`src/rtl/arb_pkg.sv`:
```
package arb_pkg;

  // Arbiter phase: a master owns the bus, or the bus is in a hand-over gap.
  typedef enum logic {
    PH_OWNED = 1'b0,
    PH_GAP   = 1'b1
  } arb_phase_e;

  localparam int unsigned ARB_MIN_MASTERS = 2;
  localparam int unsigned ARB_MAX_MASTERS = 7;

endpackage

```
`src/rtl/arb_prio_pick.sv`:
```
module arb_prio_pick #(
  parameter int unsigned N_MASTERS = 6
) (
  input  logic [N_MASTERS-1:0] req,
  output logic [N_MASTERS-1:0] win_oh
);
  localparam logic [N_MASTERS-1:0] DFLT_OH = N_MASTERS'(1);

  logic [N_MASTERS-1:0] pick;
  logic                 any_req;

  // Each bit wins when it is set and nothing below it is set.
  for (genvar i = 0; i < N_MASTERS; i++) begin : g_pick
    if (i == 0) begin : g_top
      assign pick[i] = req[i];
    end else begin : g_rest
      assign pick[i] = req[i] & ~(|req[i-1:0]);
    end
  end

  assign any_req = |req;
  assign win_oh  = any_req ? pick : DFLT_OH;

endmodule

```
`src/rtl/arb_owner_info.sv`:
```
module arb_owner_info #(
  parameter int unsigned          N_MASTERS   = 6,
  parameter logic [N_MASTERS-1:0] HANDOVER_EN = N_MASTERS'(6'b001010)
) (
  input  logic [N_MASTERS-1:0] gnt_q,
  input  logic [N_MASTERS-1:0] lock,
  output logic                 owner_locked,
  output logic                 owner_gap_en
);
  logic [N_MASTERS-1:0] lock_hit;
  logic [N_MASTERS-1:0] gap_hit;

  for (genvar i = 0; i < N_MASTERS; i++) begin : g_own
    assign lock_hit[i] = gnt_q[i] & lock[i];
    assign gap_hit[i]  = gnt_q[i] & HANDOVER_EN[i];
  end

  assign owner_locked = |lock_hit;
  assign owner_gap_en = |gap_hit;

endmodule

```
`src/rtl/arb_grant_reg.sv`:
```
module arb_grant_reg
  import arb_pkg::*;
#(
  parameter int unsigned N_MASTERS = 6
) (
  input  logic                 clk,
  input  logic                 rst_n,
  input  logic [N_MASTERS-1:0] win_oh,
  input  logic                 owner_locked,
  input  logic                 owner_gap_en,
  output logic [N_MASTERS-1:0] gnt_q
);
  localparam logic [N_MASTERS-1:0] DFLT_OH = N_MASTERS'(1);

  arb_phase_e           phase_q, phase_d;
  logic [N_MASTERS-1:0] gnt_d;
  logic                 upd_en;

  // Next-state decision.
  always_comb begin
    gnt_d   = gnt_q;
    phase_d = phase_q;
    if (phase_q == PH_GAP) begin
      gnt_d   = win_oh;
      phase_d = PH_OWNED;
    end else if (!owner_locked && (win_oh != gnt_q)) begin
      if (owner_gap_en) begin
        gnt_d   = '0;
        phase_d = PH_GAP;
      end else begin
        gnt_d   = win_oh;
      end
    end
  end

  assign upd_en = (gnt_d != gnt_q) || (phase_d != phase_q);

  // Grant register, falling-edge clocked, with an explicit enable.
  always_ff @(negedge clk or negedge rst_n) begin
    if (!rst_n) begin
      gnt_q   <= DFLT_OH;
      phase_q <= PH_OWNED;
    end else if (upd_en) begin
      gnt_q   <= gnt_d;
      phase_q <= phase_d;
    end
  end

endmodule

```
`src/rtl/prio_bus_arbiter.sv`:
```
module prio_bus_arbiter #(
  parameter int unsigned          N_MASTERS   = 6,
  parameter logic [N_MASTERS-1:0] HANDOVER_EN = N_MASTERS'(6'b001010)
) (
  input  logic                 clk,
  input  logic                 rst_n,
  input  logic [N_MASTERS-1:0] req,
  input  logic [N_MASTERS-1:0] lock,
  output logic [N_MASTERS-1:0] gnt
);
  logic [N_MASTERS-1:0] win_oh;
  logic [N_MASTERS-1:0] gnt_q;
  logic                 owner_locked;
  logic                 owner_gap_en;

  arb_prio_pick #(
    .N_MASTERS (N_MASTERS)
  ) u_pick (
    .req    (req),
    .win_oh (win_oh)
  );

  arb_owner_info #(
    .N_MASTERS   (N_MASTERS),
    .HANDOVER_EN (HANDOVER_EN)
  ) u_owner (
    .gnt_q        (gnt_q),
    .lock         (lock),
    .owner_locked (owner_locked),
    .owner_gap_en (owner_gap_en)
  );

  arb_grant_reg #(
    .N_MASTERS (N_MASTERS)
  ) u_greg (
    .clk          (clk),
    .rst_n        (rst_n),
    .win_oh       (win_oh),
    .owner_locked (owner_locked),
    .owner_gap_en (owner_gap_en),
    .gnt_q        (gnt_q)
  );

  assign gnt = gnt_q;

endmodule

```
`config.mk`:
```
export PLATFORM = sky130hd
export DESIGN_NAME = prio_bus_arbiter
export DESIGN_NICKNAME = d
export VERILOG_FILES = /design/src/rtl/arb_pkg.sv /design/src/rtl/arb_prio_pick.sv /design/src/rtl/arb_owner_info.sv /design/src/rtl/arb_grant_reg.sv /design/src/rtl/prio_bus_arbiter.sv
export SDC_FILE = /design/constraint.sdc
export NUM_CORES = 1
export LEC_CHECK = 0
export BUFFER_PORTS_ARGS = -buffer_cell sky130_fd_sc_hd__buf_4
export CORE_AREA = 8 8 45 47
export DETAILED_ROUTE_END_ITERATION = 12
export DIE_AREA = 0 0 53 55
export PLACE_DENSITY = 0.74
export SYNTH_ARGS = -nofsm -noshare
export SYNTH_HDL_FRONTEND = slang
export SYNTH_HIERARCHICAL = 1
export SYNTH_SLANG_ARGS = --single-unit
```
`constraint.sdc`:
```
create_clock -name clk -period 1.8 [get_ports clk]
set_input_delay 0.36 -clock clk [delete_from_list [all_inputs] [get_ports clk]]
set_output_delay 0.36 -clock clk [all_outputs]
set_load 0.005 [all_outputs]
```
Word-level counts from Yosys, hierarchy flattened
Index checks and enable logic that the tools add are counted.
{"block": "word_totals", "input_bits": 14, "regBits": 7, "wordCells": 38, "output_inout_bits": 6}
{"block": "classes", "bitwise": 16, "n_mux": 7, "eq_ne": 3, "reduce_logical": 10}
{"op": "6-bit 2-to-1 mux", "count": 4}
{"op": "6-bit != test", "count": 2}
{"op": "6-bit OR reduction", "count": 2}
{"op": "1-bit bitwise AND", "count": 11}
{"op": "1-bit inverter", "count": 5}
{"op": "5-bit OR reduction", "count": 1}
{"op": "2-bit OR reduction", "count": 2}
{"op": "4-bit OR reduction", "count": 1}
{"op": "1-bit 2-to-1 mux", "count": 3}
{"op": "3-bit OR reduction", "count": 1}
{"op": "1-bit logical AND", "count": 1}
{"op": "1-bit zero test", "count": 1}
{"op": "1-bit logical OR", "count": 1}
{"op": "1-bit != test", "count": 1}

Logic depth before layout (Yosys ltp)
{"block": "logic_depth", "ltp_word": 10, "depth_mapped": 7, "mapped_depth_nobuf": 6}

Hierarchy
The synthesis kept the hierarchy.
{"mod": "arb_grant_reg", "cells_each": 59, "area_each_um2": 490.5, "seq_area_each_um2": 176.4, "n_inst": 1}
{"mod": "arb_prio_pick", "cells_each": 9, "area_each_um2": 68.8, "seq_area_each_um2": 0.0, "n_inst": 1}
{"mod": "arb_owner_info", "cells_each": 5, "area_each_um2": 33.8, "seq_area_each_um2": 0.0, "n_inst": 1}

==> reports/metrics.cfg <==
[outcome]
status=finished with violations
violations=setup timing

[synth]
async_flop_share_pct=100
synth.ff_latch_count=7
synth-simple-area-share_pct=31.0
synth_compound_area_share_pct=25.9
syn-cell-area_um2=593
yosys.cell_types.count=25
synth_top_family_by_area=simple AND/OR/NAND/NOR gates
avgSynthCellArea_um2=8.12
synth_mux_area_share_pct=0
synth_edf_count=0
synth_flop_cell=dfrtn_1
synth_xor_area_share_pct=8.86
synth_seq_area_share_pct=29.7
synth_fp_nets=87
postSynthCellCount=73
synthAdderAreaFrac_pct=0
yosysWarningCount=6

[place]
place_hpwl_mm=1.35
place.gp.congestion=0.883
port_buffers=19
dpl_cell_area_um2=853

[worst_setup_path]
path_cells=buf_8, nor4b_4, xor2_2, nor4_4, a21oi_1, a311o_2
required_ns=1.00
path_max_fanout=7
rr_worst_depth=5
critical_path.slowest_cell=nor4_4
crit_family=simple AND/OR/NAND/NOR gates
path_depth=6
cp.buffers_inverters=1
setup.worst_path.start_class=input pin
r2r_setup_slack_ns=0.09
cp_slowest_stage_delay_ns=0.43
path_class=input pin to register
cp.arrival_ns=1.84
end_kind=register

[finish]
syn_to_final_growth_pct=55.1
layout.nets=122
stdcell_area_um2=920
mostFrequentLayoutCells=30 x buf_4, 18 x nand2_1, 6 x a21oi_1, 6 x o21ai_0, 6 x dfrtn_1
mostFrequentLayoutCell=buf_4
drive_gt1_share_pct=43.9
antennaDiodeCount=0
nFillCells=121

[die]
die-height_um=55
row_count=14
ios=20
design.core.area_mm2=0.00138
dieArea_mm2=0.00292
die_x_um=53
start_util_pct=42.9

[timing]
finalHoldViolations=0
skew_ns=0.0425
finalHoldWorstSlack_ns=0.605
worst_slack_ns=-0.841
slew_headroom_pct=73.4
setup_viol=13
tightest_slew_ns=0.397
rsz0062_at_grt=yes
drv_slew=0

[clock_tree]
cts_tree=built
clk_pin_slew_ns=0.04
cts-hold-fix-buffers=0
numCtsBuffers=3
cts.sinks=7
htreeDepth=1
insertion_delay_ns=0.30
clock_path_buffers=2
root_buffer=clkbuf_4

[job]
cap_violations=0

[route]
drcViolationCount=0
drt.antenna.violating_nets=0
firstDrtPassIters=4
vias_per_cell=5.42
first_iter_violations=18
routed_wl_mm=1.71
post_drt_wl_per_cell_um=13.9
vias=667

[grt]
grt_max_degree=15
grt_pass1_vias=689
grt.overflow.total=0
grt_use_total_pct=13.3
antenna_found_initial=0
grt_pass1_wl_mm=2.96

[min_path]
hold_depth=2
hp-class=register to register

[power]
power_density_mw_per_mm2=1230
p_leak_nw=0.452
finalPower_mw=1.13
irDropWorstVdd_mv=0.692

## routing by layer
| metal | wire (µm) | track usage, % |
|---|---|---|
| met1 | 728 | 15.7 |
| met2 | 808 | 20.5 |
| met3 | 165 | 4.81 |
| met4 | 11 | 7.33 |
| met5 | 0 | 0 |
## power breakdown
part	internal [mW]	switching, mW
Sequential	0.219	0.0402
Clock	0.0874	0.0588
Combinational	0.366	0.361
Total	0.673	0.460
## tightest hold or removal path, stage by stage, from the launching register on
cell and delay (ns):
dfrtn_1 0.40, buf_4 0.13, a311o_1 0.15
## worst paths after layout
| kind | from | end |
|---|---|---|
| max in group asynchronous | rst_n | u_greg/gnt_q[0]$_DFFE_NN1P_ |
| min in group asynchronous | rst_n | u_greg/gnt_q[1]$_DFFE_NN0P_ |
| min reg2reg | u_greg/gnt_q[4]$_DFFE_NN0P_ | u_greg/gnt_q[4]$_DFFE_NN0P_ |
| max reg2reg | u_greg/gnt_q[3]$_DFFE_NN0P_ | u_greg/gnt_q[1]$_DFFE_NN0P_ |
| max | req[2] | u_greg/gnt_q[1]$_DFFE_NN0P_ |
| min | u_greg/gnt_q[4]$_DFFE_NN0P_ | u_greg/gnt_q[4]$_DFFE_NN0P_ |
## cells in the mapped netlist (all sizes together) (2+ instances only)
master	instances	area (µm²)
clkbuf	2	7.51
nor4b	2	23.8
a21oi	6	30.0
nor2	4	20.0
xor2	6	52.6
a22oi	3	22.5
nand2	18	67.6
a311o	6	63.8
dfrtn	6	150
o21ai	6	30.0
and2	2	12.5
inv	2	7.51
## area by class of cell
type                            count  area [µm²]  share of cell area [%]
Multi-Input combinational cell     61         427                    46.4
Tap cell                           16        20.0                    2.18
Clock inverter                      1        3.75                   0.408
Timing Repair Buffer               33         263                    28.6
Clock buffer                        4        26.3                    2.86
Sequential cell                     7         176                    19.2
Inverter                            1        3.75                   0.408
## state kept, by name, summed over array words and instances (netlist names)
register        count
u_greg/phase_q      1
u_greg/gnt_q        6
## repair_timing
item | CTS | global route
pin swaps | 11 | 0
setup endpoints to repair | 13 | 13
gates resized for setup | 7 | 1
buffers inserted | 0 | 1
## cells by family (layout without fill, tap and decap cells)
logic type,Yosys count,after routing
and+or+nand+nor,33,33
AOI/OAI and AO/OA,22,22
DFF,7,7
xor gates and xnor gates,6,6
buffers and inverters,5,39
## per-stage QoR
step / cells / setup slack [ns] / utilization [%] / setup TNS, ns
after floorplan: 73 / -0.894 / - / -5.88
after detailed placement: 118 / -1.12 / 61.7 / -7.66
final: 123 / -0.841 / 66.5 / -7.23
after CTS: 122 / -0.828 / 65.8 / -7.19
after global routing: 123 / -0.931 / 66.5 / -8.06
after global placement: 118 / -1.09 / 61.7 / -7.47
Power figures use the tool's default switching activity.
